[src/rtl/fimux_pkg.sv]
package fimux_pkg;

    localparam int ROUTE_W = 8;
    localparam logic [ROUTE_W-1:0] FN_NONE = 8'hFF;

    localparam int DEF_PINS = 4;
    localparam int DEF_WAYS = 4;

    // Default slot wiring: one ROUTE_W entry per (pin, slot), entry index pin*WAYS+slot.
    function automatic logic [DEF_PINS*DEF_WAYS*ROUTE_W-1:0] default_route();
        logic [DEF_PINS*DEF_WAYS*ROUTE_W-1:0] r;
        logic [ROUTE_W-1:0] e;
        r = '0;
        for (int p = 0; p < DEF_PINS; p++) begin
            for (int s = 0; s < DEF_WAYS; s++) begin
                case (s)
                    0:       e = ROUTE_W'(p);
                    1:       e = 8'd4;
                    2:       e = (p % 2 == 0) ? 8'd5 : 8'd6;
                    default: e = (p == 2) ? 8'd6 : FN_NONE;
                endcase
                r[(p*DEF_WAYS+s)*ROUTE_W +: ROUTE_W] = e;
            end
        end
        return r;
    endfunction

endpackage

[src/rtl/fimux_pin_decode.sv]
// Per-pin comparators: which function inputs this pin currently requests.
module fimux_pin_decode #(
    parameter int NUM_FUNCS = 7,
    parameter int MUX_WAYS  = 4,
    parameter int SEL_W     = 2,
    parameter logic [MUX_WAYS*fimux_pkg::ROUTE_W-1:0] PIN_ROUTE = '1
) (
    input  logic [SEL_W-1:0]     sel_i,
    output logic [NUM_FUNCS-1:0] req_o
);
    localparam int RW = fimux_pkg::ROUTE_W;

    always_comb begin
        req_o = '0;
        for (int s = 0; s < MUX_WAYS; s++) begin
            for (int f = 0; f < NUM_FUNCS; f++) begin
                if (PIN_ROUTE[s*RW +: RW] == RW'(f) && sel_i == SEL_W'(s)) begin
                    req_o[f] = 1'b1;
                end
            end
        end
    end
endmodule

[src/rtl/fimux_prio_pick.sv]
// Lowest-numbered requesting pin wins; idle level when nobody requests.
module fimux_prio_pick #(
    parameter int   NUM_PINS = 4,
    parameter logic IDLE     = 1'b0
) (
    input  logic [NUM_PINS-1:0] req_i,
    input  logic [NUM_PINS-1:0] level_i,
    output logic [NUM_PINS-1:0] grant_o,
    output logic                fn_o
);
    always_comb begin
        grant_o = '0;
        for (int p = NUM_PINS - 1; p >= 0; p--) begin
            if (req_i[p]) begin
                grant_o    = '0;
                grant_o[p] = 1'b1;
            end
        end
        fn_o = (|grant_o) ? |(grant_o & level_i) : IDLE;
    end
endmodule

[src/rtl/fimux_solo_gate.sv]
// Single reachable pin: a gate on match and level, idle otherwise.
module fimux_solo_gate #(
    parameter int   NUM_PINS = 4,
    parameter int   PIN      = 0,
    parameter logic IDLE     = 1'b0
) (
    input  logic [NUM_PINS-1:0] req_i,
    input  logic [NUM_PINS-1:0] level_i,
    output logic [NUM_PINS-1:0] grant_o,
    output logic                fn_o
);
    always_comb begin
        grant_o      = '0;
        grant_o[PIN] = req_i[PIN];
        fn_o = (req_i[PIN] & level_i[PIN]) | (~req_i[PIN] & IDLE);
    end
endmodule

[src/rtl/fimux_fn_input_top.sv]
module fimux_fn_input_top #(
    parameter int NUM_PINS  = 4,
    parameter int MUX_WAYS  = 4,
    parameter int NUM_FUNCS = 7,
    parameter int SEL_W     = (MUX_WAYS > 1) ? $clog2(MUX_WAYS) : 1,
    parameter logic [NUM_PINS*MUX_WAYS*fimux_pkg::ROUTE_W-1:0] ROUTE_MAP = fimux_pkg::default_route(),
    parameter logic [NUM_FUNCS-1:0] IDLE_LVL = 7'b001_0000
) (
    input  logic [NUM_PINS*SEL_W-1:0] pad_sel_i,
    input  logic [NUM_PINS-1:0]       pad_level_i,
    output logic [NUM_FUNCS-1:0]      fn_in_o
);
    localparam int RW     = fimux_pkg::ROUTE_W;
    localparam int PIN_RB = MUX_WAYS * RW;

    function automatic int reach_count(int f);
        int n = 0;
        for (int p = 0; p < NUM_PINS; p++) begin
            for (int s = 0; s < MUX_WAYS; s++) begin
                if (ROUTE_MAP[(p*MUX_WAYS+s)*RW +: RW] == RW'(f)) n++;
            end
        end
        return n;
    endfunction

    function automatic int reach_pin(int f);
        int r = 0;
        for (int p = NUM_PINS - 1; p >= 0; p--) begin
            for (int s = 0; s < MUX_WAYS; s++) begin
                if (ROUTE_MAP[(p*MUX_WAYS+s)*RW +: RW] == RW'(f)) r = p;
            end
        end
        return r;
    endfunction

    logic [NUM_FUNCS-1:0] pin_req [NUM_PINS];
    logic [NUM_PINS-1:0]  fn_req  [NUM_FUNCS];
    logic [NUM_PINS-1:0]  fn_gnt  [NUM_FUNCS];
    logic [NUM_FUNCS*NUM_PINS-1:0] req_flat;
    logic [NUM_FUNCS*NUM_PINS-1:0] gnt_flat;

    for (genvar p = 0; p < NUM_PINS; p++) begin : g_pin
        fimux_pin_decode #(
            .NUM_FUNCS (NUM_FUNCS),
            .MUX_WAYS  (MUX_WAYS),
            .SEL_W     (SEL_W),
            .PIN_ROUTE (ROUTE_MAP[p*PIN_RB +: PIN_RB])
        ) u_dec (
            .sel_i (pad_sel_i[p*SEL_W +: SEL_W]),
            .req_o (pin_req[p])
        );
    end

    for (genvar f = 0; f < NUM_FUNCS; f++) begin : g_fn
        for (genvar p = 0; p < NUM_PINS; p++) begin : g_tr
            assign fn_req[f][p] = pin_req[p][f];
        end
        assign req_flat[f*NUM_PINS +: NUM_PINS] = fn_req[f];
        assign gnt_flat[f*NUM_PINS +: NUM_PINS] = fn_gnt[f];

        if (reach_count(f) == 0) begin : g_unreached
            assign fn_gnt[f]  = '0;
            assign fn_in_o[f] = IDLE_LVL[f] | (|(fn_req[f] & '0));
        end else if (reach_count(f) == 1) begin : g_solo
            fimux_solo_gate #(
                .NUM_PINS (NUM_PINS),
                .PIN      (reach_pin(f)),
                .IDLE     (IDLE_LVL[f])
            ) u_gate (
                .req_i   (fn_req[f]),
                .level_i (pad_level_i),
                .grant_o (fn_gnt[f]),
                .fn_o    (fn_in_o[f])
            );
        end else begin : g_shared
            fimux_prio_pick #(
                .NUM_PINS (NUM_PINS),
                .IDLE     (IDLE_LVL[f])
            ) u_pick (
                .req_i   (fn_req[f]),
                .level_i (pad_level_i),
                .grant_o (fn_gnt[f]),
                .fn_o    (fn_in_o[f])
            );
        end
    end
endmodule

[config.mk]
export PLATFORM = sky130hd
export DESIGN_NAME = fimux_fn_input_top
export DESIGN_NICKNAME = d
export VERILOG_FILES = /design/src/rtl/fimux_pkg.sv /design/src/rtl/fimux_pin_decode.sv /design/src/rtl/fimux_prio_pick.sv /design/src/rtl/fimux_solo_gate.sv /design/src/rtl/fimux_fn_input_top.sv
export SDC_FILE = /design/constraint.sdc
export NUM_CORES = 1
export LEC_CHECK = 0
export BUFFER_PORTS_ARGS = -buffer_cell sky130_fd_sc_hd__buf_2
export CORE_MARGIN = 2
export CORE_UTILIZATION = 40
export DETAILED_ROUTE_END_ITERATION = 12
export PLACE_DENSITY = 0.71
export RECOVER_POWER = 25
export SYNTH_ARGS = -nofsm -noshare
export SYNTH_HDL_FRONTEND = slang
export SYNTH_HIERARCHICAL = 1
export SYNTH_SLANG_ARGS = --single-unit
[constraint.sdc]
create_clock -name vclk -period 0.9
set_input_delay 0.045 -clock vclk [all_inputs]
set_output_delay 0.045 -clock vclk [all_outputs]
set_load 0.01 [all_outputs]
==> out/results.ini, run 1 <==
[yosys]
ys.warnings.count=6
avgSynthCellArea_um2=7.01
syn_nets=52
syn-cell-area_um2=280
synthCells=40

[run_status]
failed_stage=power grid generation
error=[ERROR PDN-0185] Insufficient width (25.76 um) to add straps on layer met4 in grid "grid" with total strap width 15.2 um and offset 13.6 um.
outcome=stopped before the end

[die]
initial_core_util_pct=44.4
die_h_um=30.5
die-width_um=30.5
row_count=9

==> run 2, diff against run 1 <==
--- a/config.mk
+++ b/config.mk
@@ -6,10 +6,10 @@
 export NUM_CORES = 1
 export LEC_CHECK = 0
 export BUFFER_PORTS_ARGS = -buffer_cell sky130_fd_sc_hd__buf_2
-export CORE_MARGIN = 2
-export CORE_UTILIZATION = 40
+export CORE_AREA = 2 2 63 65
 export DETAILED_ROUTE_END_ITERATION = 12
-export PLACE_DENSITY = 0.71
+export DIE_AREA = 0 0 65 67
+export PLACE_DENSITY_LB_ADDON = 0.15
 export RECOVER_POWER = 25
 export SYNTH_ARGS = -nofsm -noshare
 export SYNTH_HDL_FRONTEND = slang
==> run 2 against run 1 <==
  * The flow now finishes, with violations (setup timing)
  * Synthesized area unchanged
  * Synthesized cell count is the same
==> out/results.ini, run 2 <==
[power]
power_uw=180
switching_share_pct=45.5
p_int_uw=98.4
ir_drop_v=0.0000628
p_sw_uw=82.0
clkPwrFrac_pct=0
share_comb_of_total_power_pct=100.0
leakage_nw=0.207
powerDensity_mw_per_mm2=385
seqPwrFrac_pct=0

[route]
detail_route.wl_per_cell_um=7.50
dr_total_vias=315
drc_errors=0
drt_iter0_drc=2
vias_per_cell=2.97
postRouteAntennaNets=0
drtPass1Iterations=4
wirelength_um=795

[final_layout]
nets=72
area_growth_pct=67.4
drive_above_1_share_pct=53.4
final_cell_mix=buf_2 (14), and2_1 (4), and2b_2 (4), nor2_1 (4), buf_6 (4)
antenna_cells=0
nFillCells=417
num-clock-buffers=0
final_common_cell=buf_2
flops_and_latches=0
regArea_um2=0
design_area_um2=469

[worst_setup_path]
cp-start-kind=primary input
worstPathArrival_ns=0.92
crit_fanout=3
critPathBufInv=2
path_class=in2out
cp.required_ns=0.85
max_stage_delay_ns=0.24
path_cells=buf_6 -> and2b_2 -> nor4b_4 -> a22oi_1 -> o21ai_1 -> buf_2
cp-end-kind=primary output
crit_slowest_cell=nor4b_4
critPathTopFamily=simple AND/OR/NAND/NOR gates

[grt]
grt_use_total_pct=3.84
grt_max_degree=5
grt_pass1_vias=315
antenna_found_initial=0
grt-ovfl-total=0
grt_pass1_wl_um=1340

[timing]
maxSlewViolCount=0
hold_viol=0
rsz0062_at_grt=yes
min_period_over_period_pct=107
fin_ws_ns=-0.0627
fin_crit_ns=0.963
setup_viol=2
fmax_mhz=1040
whs_ns=0.440

[job]
cap_violations=0

[place]
routabilityCongestion=0.687
dpl_cell_area_um2=420
preCtsSetupSlack_ns=-0.122
io_buffers=19

[die]
die-area_mm2=0.00436
fp.coreArea_mm2=0.00361
boundaryPins=19
row_count=22  ; was 9
die_h_um=67  ; was 30.5 um
initial_core_util_pct=7.77  ; was 44.4%
die-width_um=65  ; was 30.5 um

[yosys]
syn_nets=52  ; unchanged
synthCells=40  ; unchanged
ys.warnings.count=6  ; unchanged
syn-cell-area_um2=280  ; unchanged
avgSynthCellArea_um2=7.01  ; unchanged

[min_path]
hold_path_class=in2out

[cts]
holdBufCountCts=0

[run_status]
outcome=complete, but fails checks  ; was stopped before the end
violations=setup timing

-- run 2: path summary, 6_finish.rpt --
path,endpoint,from,slack (ns),depth (start not counted)
worst max-delay path,fn_in_o[6],pad_sel_i[3],-0.06,6
worst min-delay path,fn_in_o[0],pad_level_i[0],0.44,3
-- run 2: timing repair --
item | CTS | global route
gates resized for setup | 6 | 5
setup buffers | 1 | 0
pin swaps | 2 | 3
setup endpoints to repair | 3 | 3
-- run 2: through the flow --
stage               setup TNS, ns  std cells  utilization, %
CTS                        -0.146        106            12.7
global placement           -0.218        105            11.7
global route               -0.224        106            13.0
finish                    -0.0941        106            13.0
floorplan                       0         40               -
detailed placement         -0.223        105            11.7
-- run 2: cell type report --
cell class	count	area (um2)	share of cell area [%]
repair buffers	21	134	28.5
well taps	48	60.1	12.8
multi-input cells	37	275	58.7
-- run 2: routing by layer --
metal | up-vias | GRT usage, % | share of wire [%]
met1 | 139 | 4.80 | 45
met3 | 0 | 0 | 4.9
met4 | 0 | 0 | 0
li1 | 166 | - | -
met2 | 10 | 7.73 | 50
met5 | - | 0 | 0
-- run 2: power by group through the flow --
stage	combinational, mW	sequential (mW)	clock, mW
after global placement	0.161	0	0
after CTS	0.179	0	0
after floorplan	0.0967	0	0
after global routing	0.204	0	0
final	0.180	0	0
after detailed placement	0.162	0	0
(Power assumes the default switching activity.)
